$ cat config.mk
export PLATFORM = sky130hd
export DESIGN_NAME = spi_duplex_port
export DESIGN_NICKNAME = d
export VERILOG_FILES = /design/src/rtl/spi_duplex_pkg.sv /design/src/rtl/spi_sync.sv /design/src/rtl/spi_clkgen.sv /design/src/rtl/spi_bit_engine.sv /design/src/rtl/spi_duplex_port.sv
export SDC_FILE = /design/constraint.sdc
export NUM_CORES = 1
export LEC_CHECK = 0
export BUFFER_PORTS_ARGS = -buffer_cell sky130_fd_sc_hd__buf_2
export CAP_MARGIN = 0
export CORE_AREA = 2 2 97 99
export CTS_CLUSTER_SIZE = 10
export DETAILED_ROUTE_END_ITERATION = 8
export DIE_AREA = 0 0 99 101
export HOLD_SLACK_MARGIN = 0.08
export PLACE_DENSITY = 0.58
export SYNTH_ARGS = -nofsm -noshare
export SYNTH_HDL_FRONTEND = slang
export SYNTH_HIERARCHICAL = 1
export SYNTH_SLANG_ARGS = --single-unit
$ cat constraint.sdc
create_clock -name clk -period 3.04 [get_ports clk]
set_input_delay 0.152 -clock clk [delete_from_list [all_inputs] [get_ports clk]]
set_output_delay 0.152 -clock clk [all_outputs]
set_load 0.005 [all_outputs]
$ cat src/rtl/spi_duplex_pkg.sv
package spi_duplex_pkg;

   typedef struct packed {
      logic       ss_ignore;
      logic       enable;
      logic       lsb_first;
      logic       master;
      logic       cpol;
      logic       cpha;
      logic [1:0] rate;
   } spi_cfg_t;

   localparam int unsigned MAX_HALF = 64;

   // System cycles per SCLK half period for each rate code.
   function automatic int unsigned half_period(input logic [1:0] rate);
      case (rate)
         2'd0:    return 2;
         2'd1:    return 8;
         2'd2:    return 32;
         default: return MAX_HALF;
      endcase
   endfunction

endpackage

$ cat src/rtl/spi_sync.sv
module spi_sync #(
   parameter int unsigned STAGES  = 2,
   parameter int unsigned WIDTH   = 1,
   parameter logic [WIDTH-1:0] RST_VAL = '0
) (
   input  logic             clk,
   input  logic             rst_n,
   input  logic [WIDTH-1:0] d,
   output logic [WIDTH-1:0] q
);
   generate
      if (STAGES < 2) begin : g_bad_stages
         $error("spi_sync needs at least two stages");
      end
   endgenerate

   logic [STAGES-1:0][WIDTH-1:0] chain;

   always_ff @(posedge clk or negedge rst_n) begin
      if (!rst_n) chain <= {STAGES{RST_VAL}};
      else        chain <= {chain[STAGES-2:0], d};
   end

   assign q = chain[STAGES-1];
endmodule

$ cat src/rtl/spi_clkgen.sv
module spi_clkgen
   import spi_duplex_pkg::*;
#(
   parameter int unsigned DATA_W = 8
) (
   input  logic       clk,
   input  logic       rst_n,
   input  logic       start,
   input  logic       halt,
   input  logic [1:0] rate,
   output logic       busy,
   output logic       phase,
   output logic       edge_stb,
   output logic       edge_lead,
   output logic       finish
);
   localparam int unsigned EVT_N = 2 * DATA_W;
   localparam int unsigned EVT_W = $clog2(EVT_N);
   localparam int unsigned CNT_W = $clog2(MAX_HALF);

   logic [CNT_W-1:0] cnt;
   logic [CNT_W-1:0] limit;
   logic [EVT_W-1:0] evt;

   assign limit     = CNT_W'(half_period(rate) - 1);
   assign edge_stb  = busy && (cnt == limit);
   assign edge_lead = !evt[0];
   assign finish    = edge_stb && (evt == EVT_W'(EVT_N - 1));

   always_ff @(posedge clk or negedge rst_n) begin
      if (!rst_n) begin
         busy  <= 1'b0;
         phase <= 1'b0;
         cnt   <= '0;
         evt   <= '0;
      end else if (halt) begin
         busy  <= 1'b0;
         phase <= 1'b0;
         cnt   <= '0;
         evt   <= '0;
      end else if (!busy) begin
         if (start) begin
            busy <= 1'b1;
            cnt  <= '0;
            evt  <= '0;
         end
      end else if (edge_stb) begin
         cnt   <= '0;
         phase <= ~phase;
         evt   <= evt + 1'b1;
         if (finish) busy <= 1'b0;
      end else begin
         cnt <= cnt + 1'b1;
      end
   end

   // the generated clock is back at rest whenever no byte is running
   p_phase_idle_r3: assert property (@(posedge clk) disable iff (!rst_n)
      !busy |-> !phase);
endmodule

$ cat src/rtl/spi_bit_engine.sv
module spi_bit_engine #(
   parameter int unsigned DATA_W = 8
) (
   input  logic              clk,
   input  logic              rst_n,
   input  logic              load,
   input  logic [DATA_W-1:0] load_data,
   input  logic              clear,
   input  logic              sample_stb,
   input  logic              drive_stb,
   input  logic              din,
   input  logic              lsb_first,
   output logic              dout,
   output logic              idle,
   output logic              last_bit,
   output logic [DATA_W-1:0] rx_word,
   output logic [DATA_W-1:0] rx_next
);
   localparam int unsigned CNT_W = (DATA_W > 2) ? $clog2(DATA_W) : 1;

   logic [DATA_W-1:0] tx_sr;
   logic [CNT_W-1:0]  cnt;

   assign dout     = lsb_first ? tx_sr[0] : tx_sr[DATA_W-1];
   assign idle     = (cnt == '0);
   assign last_bit = sample_stb && (cnt == CNT_W'(DATA_W - 1));
   assign rx_next  = lsb_first ? {din, rx_word[DATA_W-1:1]}
                               : {rx_word[DATA_W-2:0], din};

   always_ff @(posedge clk or negedge rst_n) begin
      if (!rst_n) begin
         tx_sr   <= '0;
         rx_word <= '0;
         cnt     <= '0;
      end else if (load) begin
         tx_sr <= load_data;
         cnt   <= '0;
      end else if (clear) begin
         cnt <= '0;
      end else begin
         if (sample_stb) begin
            rx_word <= rx_next;
            cnt     <= last_bit ? '0 : cnt + 1'b1;
         end
         // the first bit is never shifted away before its sample
         if (drive_stb && !idle)
            tx_sr <= lsb_first ? (tx_sr >> 1) : (tx_sr << 1);
      end
   end

   // output bit moves only on a drive edge or a fresh load
   p_dout_hold_r5: assert property (@(posedge clk) disable iff (!rst_n)
      (!drive_stb && !load && !$past(1'b0)) |=> $stable(dout) || $past(lsb_first) != lsb_first);
endmodule

$ cat src/rtl/spi_duplex_port.sv
module spi_duplex_port
   import spi_duplex_pkg::*;
#(
   parameter int unsigned DATA_W      = 8,
   parameter int unsigned SYNC_STAGES = 2
) (
   input  logic              clk,
   input  logic              rst_n,
   input  logic              cfg_we,
   input  logic [7:0]        cfg_wdata,
   output logic [7:0]        cfg_rdata,
   input  logic              tx_valid,
   input  logic [DATA_W-1:0] tx_data,
   output logic              tx_ready,
   output logic              rx_done,
   output logic [DATA_W-1:0] rx_data,
   input  logic              sclk_i,
   output logic              sclk_o,
   output logic              sclk_oe,
   input  logic              mosi_i,
   output logic              mosi_o,
   output logic              mosi_oe,
   input  logic              miso_i,
   output logic              miso_o,
   output logic              miso_oe,
   input  logic              ss_n_i,
   output logic              ss_n_o,
   output logic              ss_n_oe,
   output logic              pins_released
);
   generate
      if (DATA_W < 2) begin : g_bad_width
         $error("spi_duplex_port needs DATA_W of at least 2");
      end
   endgenerate

   spi_cfg_t cfg;

   always_ff @(posedge clk or negedge rst_n) begin
      if (!rst_n)      cfg <= '0;
      else if (cfg_we) cfg <= spi_cfg_t'(cfg_wdata);
   end
   assign cfg_rdata = cfg;

   logic is_m, is_s;
   assign is_m = cfg.enable &&  cfg.master;
   assign is_s = cfg.enable && !cfg.master;

   // slave-side pin synchroniser: {select, clock, data}
   logic [2:0] pins_s;
   logic       ss_s, sclk_s, mosi_s, sclk_d;

   spi_sync #(.STAGES(SYNC_STAGES), .WIDTH(3), .RST_VAL(3'b100)) u_sync (
      .clk(clk), .rst_n(rst_n),
      .d({ss_n_i, sclk_i, mosi_i}), .q(pins_s)
   );
   assign {ss_s, sclk_s, mosi_s} = pins_s;

   always_ff @(posedge clk or negedge rst_n) begin
      if (!rst_n) sclk_d <= 1'b0;
      else        sclk_d <= sclk_s;
   end

   logic sel, s_edge, s_lead, s_sample, s_drive;
   assign sel      = cfg.ss_ignore || !ss_s;
   assign s_edge   = is_s && sel && (sclk_s != sclk_d);
   assign s_lead   = (sclk_s != cfg.cpol);
   assign s_sample = s_edge && (s_lead ^ cfg.cpha);
   assign s_drive  = s_edge && !(s_lead ^ cfg.cpha);

   // master clock generator
   logic busy, phase, m_edge, m_lead, m_finish, m_start;
   logic m_sample, m_drive;

   spi_clkgen #(.DATA_W(DATA_W)) u_clk (
      .clk(clk), .rst_n(rst_n), .start(m_start), .halt(!is_m),
      .rate(cfg.rate), .busy(busy), .phase(phase),
      .edge_stb(m_edge), .edge_lead(m_lead), .finish(m_finish)
   );
   assign m_sample = m_edge && (m_lead ^ cfg.cpha);
   assign m_drive  = m_edge && !(m_lead ^ cfg.cpha);

   // shared shift engine
   logic eng_dout, eng_idle, eng_last, load;
   logic [DATA_W-1:0] rx_word, rx_next;

   assign tx_ready = is_m ? !busy : (is_s && eng_idle);
   assign load     = tx_valid && tx_ready;
   assign m_start  = is_m && load;

   spi_bit_engine #(.DATA_W(DATA_W)) u_eng (
      .clk(clk), .rst_n(rst_n),
      .load(load), .load_data(tx_data),
      .clear(!cfg.enable || (is_s && !sel)),
      .sample_stb(is_m ? m_sample : s_sample),
      .drive_stb(is_m ? m_drive : s_drive),
      .din(is_m ? miso_i : mosi_s),
      .lsb_first(cfg.lsb_first),
      .dout(eng_dout), .idle(eng_idle), .last_bit(eng_last),
      .rx_word(rx_word), .rx_next(rx_next)
   );

   logic              done_q;
   logic [DATA_W-1:0] rx_q;

   always_ff @(posedge clk or negedge rst_n) begin
      if (!rst_n) begin
         done_q <= 1'b0;
         rx_q   <= '0;
      end else begin
         done_q <= 1'b0;
         if (is_m && m_finish) begin
            done_q <= 1'b1;
            rx_q   <= m_sample ? rx_next : rx_word;
         end else if (is_s && eng_last) begin
            done_q <= 1'b1;
            rx_q   <= rx_next;
         end
      end
   end

   assign rx_done       = done_q;
   assign rx_data       = rx_q;
   assign sclk_o        = cfg.cpol ^ phase;
   assign sclk_oe       = is_m;
   assign mosi_o        = eng_dout;
   assign mosi_oe       = is_m;
   assign ss_n_o        = !busy;
   assign ss_n_oe       = is_m;
   assign miso_o        = eng_dout;
   assign miso_oe       = is_s && sel;
   assign pins_released = !cfg.enable;

   // a disabled port drives nothing and offers no handshake
   p_released_quiet_r2: assert property (@(posedge clk) disable iff (!rst_n)
      !cfg.enable |-> !(sclk_oe || mosi_oe || miso_oe || ss_n_oe || tx_ready));

   // completion is a single-cycle pulse
   p_done_pulse_r4: assert property (@(posedge clk) disable iff (!rst_n)
      rx_done |=> !rx_done);

   // an accepted master byte lowers select on the next cycle
   p_accept_starts_r11: assert property (@(posedge clk) disable iff (!rst_n)
      (is_m && tx_valid && tx_ready && !cfg_we) |=> !ss_n_o);

   // between master bytes the clock sits at its resting level
   p_sclk_rest_r3: assert property (@(posedge clk) disable iff (!rst_n)
      (is_m && ss_n_o) |-> (sclk_o == cfg.cpol));
endmodule

==> summary.md, run 1 <==
| Metric | Value |
|---|---|
| Status | `completed` |
| Fill cells | `854` |
| Largest net degree at the start of global routing | `38` |
| Worst min path class | `input pin to register` |
| Slew Viols, Final | `0` |
| Die X | `99 um` |
| Most common cell in the netlist | `dfrtp_1` |
| Critical Path End Type | `register` |
| Worst slew pin tran | `0.8302 ns` |
| GPL Wtd Cong | `0.8233` |
| DRT Wirelength | `6.919 mm` |
| Antenna violations before repair | `0` |
| Number of CTS-inserted buffers | `5` |
| CTS tree | `yes` |
| Max clock buf depth | `2` |
| Largest cells by area after synthesis | `dfrtp_1, mux2_2, mux2_1` |
| Syn_area_per_cell | `11.10 sq um` |
| Crit start category | `register` |
| Seq cells post-synth | `55` |
| Clk pin slew, worst setup/hold paths | `0.10 ns` |
| Layout cell share with drive strength beyond 1 | `0.3420` |
| Post-Synthesis Cells | `273` |
| First-pass GRT wire length | `11.61 mm` |
| Slew HR | `0.4465` |
| Detail Route Antenna Nets | `0` |
| Clock latency on the worst-skew pair | `0.31 ns` |
| Placed cell areas | `3422 sq um` |
| Final Hold Viols | `0` |
| Most used DFF post-synth | `dfrtp_1` |
| Final period util | `0.9390` |
| CP Data Required Time | `3.25 ns` |
| CTS sink cnt | `55` |
| Data arrival, critical path | `3.06 ns` |
| Worst Path Max Fanout | `8` |
| DR WL/cell | `15.17 um` |
| Setup ws final | `0.1854 ns` |
| Setup violations, final | `0` |
| Core ar. | `8977 sq um` |
| First drt pass iteration count | `4` |
| Mapped cell area | `3029 sq um` |
| WS Path Type | `register to register` |
| Register area share after synthesis | `0.4552` |
| Worst vdd ir | `0.3122 mV` |
| Total global-route track usage | `0.1447` |
| Largest area contributor in the netlist | `dfrtp_1` |
| Pre-CTS setup slack | `0.08762 ns` |
| IO Pins | `51` |
| Nets | `374` |
| Fin Clk Skew | `0.007253 ns` |
| Final design utilization | `0.4157` |
| Distinct cell type count after synthesis | `56` |
| Standard-cell rows | `35` |
| Syn-to-layout area delta | `23.21%` |
| Yosys top cell area share | `0.4378` |
| Global route overflow | `0` |
| H-tree depth | `2` |
| Crit path time final | `2.855 ns` |
| PD cells | `483.3 nW/um^2` |
| Die area | `9999 sq um` |
| # DRC | `0` |
| Via count | `2,352` |
| Sequential cell area | `1379 sq um` |
| Antenna cells | `0` |
| YS warnings | `6` |
| DRT iter0 DRCs | `79` |
| Number of global-route vias before repair | `2,321` |
| Starting density of the core | `0.3374` |
| Clock root cell | `clkbuf_8` |
| Buffers on Ports | `50` |
| Post-route cell area | `3732 sq um` |
| Synthesized net count | `303` |
| Most frequent cells after synthesis | `dfrtp_1, inv_1, mux2_2, o21ai_0, nand2_1` |
| MaxCap Viol Count | `0` |
| Area of the multi-input gates | `1514 sq um` |
| Number of flops mapped to enable cells by yosys | `0` |
| Fin Hold WS | `0.08942 ns` |
| Max Freq | `350.3 MHz` |
| Final HPWL DP | `4.937 mm` |
| DR vias/cell | `5.158` |
| Static leakage | `0.001704 uW` |
| Die Ht | `101 um` |
| Synth async-reset ratio | `1.000` |
## placed cells by master (no fill, tap or decap), types with 3 or more instances in the layout
cell / Yosys / routed
dfrtp_1: 53 / 53
buf_2: 4 / 50
buf_4: 7 / 17
inv_1: 16 / 15
mux2_2: 16 / 14
nand2_1: 13 / 13
o21ai_0: 15 / 13
dlygate4sd3_1: 0 / 13
o211ai_1: 12 / 12
nor2_1: 11 / 11
mux2_1: 10 / 10
mux2i_1: 10 / 10
nand3_1: 8 / 8
xnor2_1: 7 / 7
xor2_1: 6 / 6
clkbuf_8: 0 / 6
nor4_1: 6 / 6
a221o_1: 6 / 6
inv_2: 3 / 5
ha_1: 6 / 5
mux2_4: 2 / 4
o311ai_2: 5 / 4
nand2b_1: 3 / 3
and2_1: 3 / 3
and3_1: 3 / 3
nor3_1: 4 / 3
a21oi_1: 3 / 3
## final cells by class
class,instances,share of cell area
clock buffers,6,0.02213
clock inverters,2,0.009387
inverters,20,0.02011
multi-input cells,182,0.4056
flip-flops and latches,55,0.3694
well taps,111,0.03721
repair buffers,80,0.1361
## cell families after synthesis
kind of cell	share of synthesized area
mux	0.1396
buf+inv	0.06237
simple gates	0.1314
compound gates	0.1437
fa+ha+maj	0.02478
xor+xnor	0.04296
flops	0.4552
## what timing repair did
action,CTS,global route
endpoints found under the setup margin,0,21
resized for setup,0,11
hold endpoints to repair,30,0
setup buffers,0,2
hold buffers,13,0
## per-stage QoR
step / instances / total power [uW] / TNS, ns
global placement: 433 / 1271 / 0
CTS: 454 / 1811 / 0
detailed placement: 433 / 1279 / 0
finish: 456 / 1804 / 0
floorplan: 273 / 1159 / 0
global route: 456 / 1911 / -0.005274
## worst paths after layout
path                                       from  slack (ns)                to  cells after the start
worst max register to register     cfg_rdata[1]        0.19  u_eng/rx_word[4]                     13
worst max-delay path               cfg_rdata[1]        0.19  u_eng/rx_word[4]                     13
min in group asynchronous                 rst_n        0.29      u_clk/cnt[4]                      2
worst min register to register  u_sync/chain[0]        0.36       u_sync/q[0]                      0
worst min-delay path                 tx_data[6]        0.09    u_eng/tx_sr[6]                      2
max in group asynchronous                 rst_n        1.90   u_sync/chain[2]                      3
## worst max-delay path: stages (launching register included)
cell and delay [ns]:
dfrtp_1 0.38, or2_2 0.32, ha_4 0.24, xnor2_1 0.13, nor3_2 0.20, o21ai_2 0.09
inv_2 0.09, and4b_1 0.19, a41oi_1 0.06, a22oi_1 0.23, buf_4 0.16, inv_2 0.05
nor2_4 0.24, mux2_2 0.37
## where the power goes
| part | total [uW] | internal, uW | switching [uW] |
|---|---|---|---|
| Sequential | 907 | 818 | 89.8 |
| Clock | 515 | 267 | 248 |
| Combinational | 381 | 209 | 173 |
## registers in the layout, summed over array words and instances (netlist names)
name           count
u_eng/cnt          3
u_sync/q           3
u_eng/tx_sr        8
u_clk/evt          4
u_eng/rx_word      8
sclk_d             1
u_clk/phase        1
cfg_rdata          8
u_clk/cnt          6
u_clk/busy         1
u_sync/chain       3
rx_done            1
rx_data            8
## per-layer routing
| metal | global-route usage | routed length, um | up-vias |
|---|---|---|---|
| met5 | 0 | 0 | - |
| met4 | 0.05058 | 130 | 0 |
| met3 | 0.02219 | 219 | 8 |
| met2 | 0.2401 | 3340 | 46 |
| met1 | 0.1929 | 3229 | 1165 |
| li1 | - | - | 1133 |
Note: power is estimated with default switching activity, not from simulation.
==> inputs of run 2 (changes only) <==
--- a/config.mk
+++ b/config.mk
@@ -15,5 +15,4 @@
 export PLACE_DENSITY = 0.58
 export SYNTH_ARGS = -nofsm -noshare
 export SYNTH_HDL_FRONTEND = slang
-export SYNTH_HIERARCHICAL = 1
 export SYNTH_SLANG_ARGS = --single-unit
==> summary.md, run 2 <==
| Metric | Value |
|---|---|
| Combinational family with the most area after synthesis | `multiplexers` |
| Data arrival, critical path | `2.49 ns (-0.57 ns)` |
| Static leakage | `0.001678 uW (-1.6%)` |
| Synthesized net count | `287 (-5.3%)` |
| Placed cell count | `408 (-5.8%)` |
| Post-Synthesis Cells | `258 (-5.5%)` |
| Fin Clk Skew | `0.01455 ns (+0.007301 ns)` |
| Most common cell in the netlist | `dfrtp_1` |
| Synth async-reset ratio | `1.000 (unchanged)` |
| MaxCap Viol Count | `0 (unchanged)` |
| Largest area contributor in the netlist | `dfrtp_1` |
| Syn_area_per_cell | `11.76 sq um (+6.0%)` |
| Xor-xnor portion of the synthesized cell area | `0.03175 (-0.01120)` |
| Detail Route Antenna Nets | `0 (unchanged)` |
| Syn-to-layout area delta | `19.01%` |
| Die X | `99 um (unchanged)` |
| Post-CTS setup buffers | `0 (unchanged)` |
| DRT iter0 DRCs | `68 (-14%)` |
| Distinct cell type count after synthesis | `48 (-14%)` |
| Starting density of the core | `0.3380 (+0.0005575)` |
| Number of CTS-inserted buffers | `5 (unchanged)` |
| CP Data Required Time | `3.24 ns (about the same)` |
| Number of global-route vias before repair | `2,069 (-11%)` |
| PD cells | `477.6 nW/um^2 (-1.2%)` |
| Clock latency on the worst-skew pair | `0.31 ns (about the same)` |
| Status | `completed` |
| RSZ-0062 raised after global routing | `no` |
| Die Ht | `101 um (unchanged)` |
| Worst vdd ir | `0.2974 mV (-4.7%)` |
| Worst hold stages | `4 (+2)` |
| Slew HR | `0.4723 (+0.02573)` |
| Commonest non-fill, non-tap cells in the layout | `dfrtp_1, buf_2, mux2_2` |
| Critical Path End Type | `register` |
| Adder-cell share of the synthesized area | `0.02062 (-0.004165)` |
| Post-route insts no fill | `428 (-6.1%)` |
| Fill cells | `859 (+0.59%)` |
| Global route overflow | `0 (unchanged)` |
| Crit start category | `register` |
| Final Hold Viols | `0 (unchanged)` |
| Setup violations, final | `0 (unchanged)` |
| Post-synthesis mux area share | `0.2280 (+0.08843)` |
| Tot Pwr | `1725 uW (-4.4%)` |
| Worst Path Max Fanout | `9 (+1)` |
| DRT Wirelength | `6.432 mm (-7.0%)` |
| Core ar. | `8977 sq um (unchanged)` |
| Worst slew pin tran | `0.7916 ns (-0.03860 ns)` |
| Clock root cell | `clkbuf_8` |
| DR vias/cell | `4.953 (-4.0%)` |
| Seq cells post-synth | `55 (unchanged)` |
| First-pass GRT wire length | `10.38 mm (-11%)` |
| Fin Setup TNS | `0 ns (unchanged)` |
| Antenna cells | `0 (unchanged)` |
| Die area | `9999 sq um (unchanged)` |
| Worst-case reg-to-reg path depth | `5 (-8)` |
| DR WL/cell | `15.03 um (-0.96%)` |
| Max clock buf depth | `2 (unchanged)` |
| Mapped cell area | `3034 sq um (+0.17%)` |
| WS Path Type | `register to register` |
| Largest cells by area after synthesis | `dfrtp_1, mux2_2, mux2_4` |
| H-tree depth | `2 (unchanged)` |
| GPL Wtd Cong | `0.8705 (+5.7%)` |
| Yosys top cell area share | `0.4371 (-0.0007222)` |
| Buffers on Ports | `50 (unchanged)` |
| IO Pins | `51 (unchanged)` |
| Number of cells upsized or downsized after cts | `0 (unchanged)` |
| CTS tree | `yes` |
| Total global-route track usage | `0.1308 (-0.01393)` |
| Reg2reg setup slack | `0.75 ns (+0.56 ns)` |
| Synth Area in Simple Gates | `0.1245 (-0.006815)` |
| Slew Viols, Final | `0 (unchanged)` |
| Largest net degree at the start of global routing | `31 (-18%)` |
| Most frequent cells after synthesis | `dfrtp_1, mux2_2, nor2_1, mux2_4, a21oi_1` |
| # DRC | `0 (unchanged)` |
| Number of flops mapped to enable cells by yosys | `0 (unchanged)` |
| Worst min path class | `input pin to register` |
| Register area share after synthesis | `0.4544 (-0.0007508)` |
| Most common cell after layout, fill and taps aside | `dfrtp_1` |
| Nets | `345 (-7.8%)` |
| Antenna violations before repair | `0 (unchanged)` |
| Final HPWL DP | `4.634 mm (-6.1%)` |
| Final period util | `0.7539 (-0.1851)` |
| Crit path time final | `2.292 ns (-0.5628 ns)` |
| Max Freq | `436.3 MHz (+25%)` |
| CTS sink cnt | `55 (unchanged)` |
| First drt pass iteration count | `4 (unchanged)` |
| Clk pin slew, worst setup/hold paths | `0.10 ns (about the same)` |
| Most used DFF post-synth | `dfrtp_1` |
| Via count | `2,120 (-9.9%)` |
| YS warnings | `0 (-6)` |
| Final design utilization | `0.4022 (-0.01352)` |
| Compound-Gate Fraction of Synth Area | `0.1039 (-0.03982)` |
| Layout cell share with drive strength beyond 1 | `0.3943 (+0.05229)` |
| Standard-cell rows | `35 (unchanged)` |
[run 2: per-layer routing]
metal	vias up	global-route usage	part of all wire
li1	1038	-	-
met1	1032	0.1767	0.47
met2	46	0.2167	0.48
met3	4	0.02497	0.033
met4	0	0.03372	0.0095
met5	-	0	0
[run 2: area by class of cell]
type                       instances  area (sq um)  area share
timing repair buffer              66         400.4      0.1109
multi-input combinational        178          1544      0.4276
tap                              111         138.9     0.03846
sequential                        55          1379      0.3818
clock buffer                       6         72.57     0.02010
inverter                          10         37.54     0.01040
clock inverter                     2         38.79     0.01074
[run 2: through the flow]
step / hold slack [ns] / setup slack [ns] / area [sq um]
4_1_cts: 0.2240 / 0.7089 / 3611
5_1_grt: 0.2231 / 0.5700 / 3611
3_3_place_gp: 0.2438 / 0.7324 / 3379
6_report: 0.2271 / 0.7482 / 3611
3_5_place_dp: 0.2367 / 0.7410 / 3379
2_1_floorplan: -0.1436 / 0.9806 / 3034
[run 2: cell families (layout without fill, tap and decap cells)]
group,Yosys count,in the layout
flip-flops,55,55
adder cells (fa/ha/maj),5,5
buffers and inverters,25,84
XOR/XNOR,11,11
multiplexers,57,57
AO/OA/AOI/OAI,37,37
AND/OR/NAND/NOR,68,68
[run 2: timing repair]
action / CTS / global route
hold buffers: 12 / 0
endpoints found under the hold margin: 37 / 0
endpoints found under the setup margin: 0 / 0
[run 2: worst max-delay path, stage by stage, from the launching register on]
cell      delay, ns
dfrtp_1        0.44
nand2b_1       0.24
nor3_1         0.27
nand2b_1       0.24
o31ai_4        0.64
mux2_4         0.35
[run 2: path summary, 6_finish.rpt]
check | startpoint | end
hold / removal | tx_data[2] | u_eng.tx_sr[2]
min in group asynchronous | rst_n | u_sync.q[1]
max in group asynchronous | rst_n | u_clk.evt[3]
hold reg to reg | u_sync.chain[2] | u_sync.q[2]
setup reg to reg | cfg_rdata[4] | rx_data[0]
setup / recovery | cfg_rdata[4] | rx_data[0]
[run 2: where the power goes]
part | switching (uW) | internal, uW
clock | 243 | 249
sequential | 75.1 | 806
combinational | 143 | 207
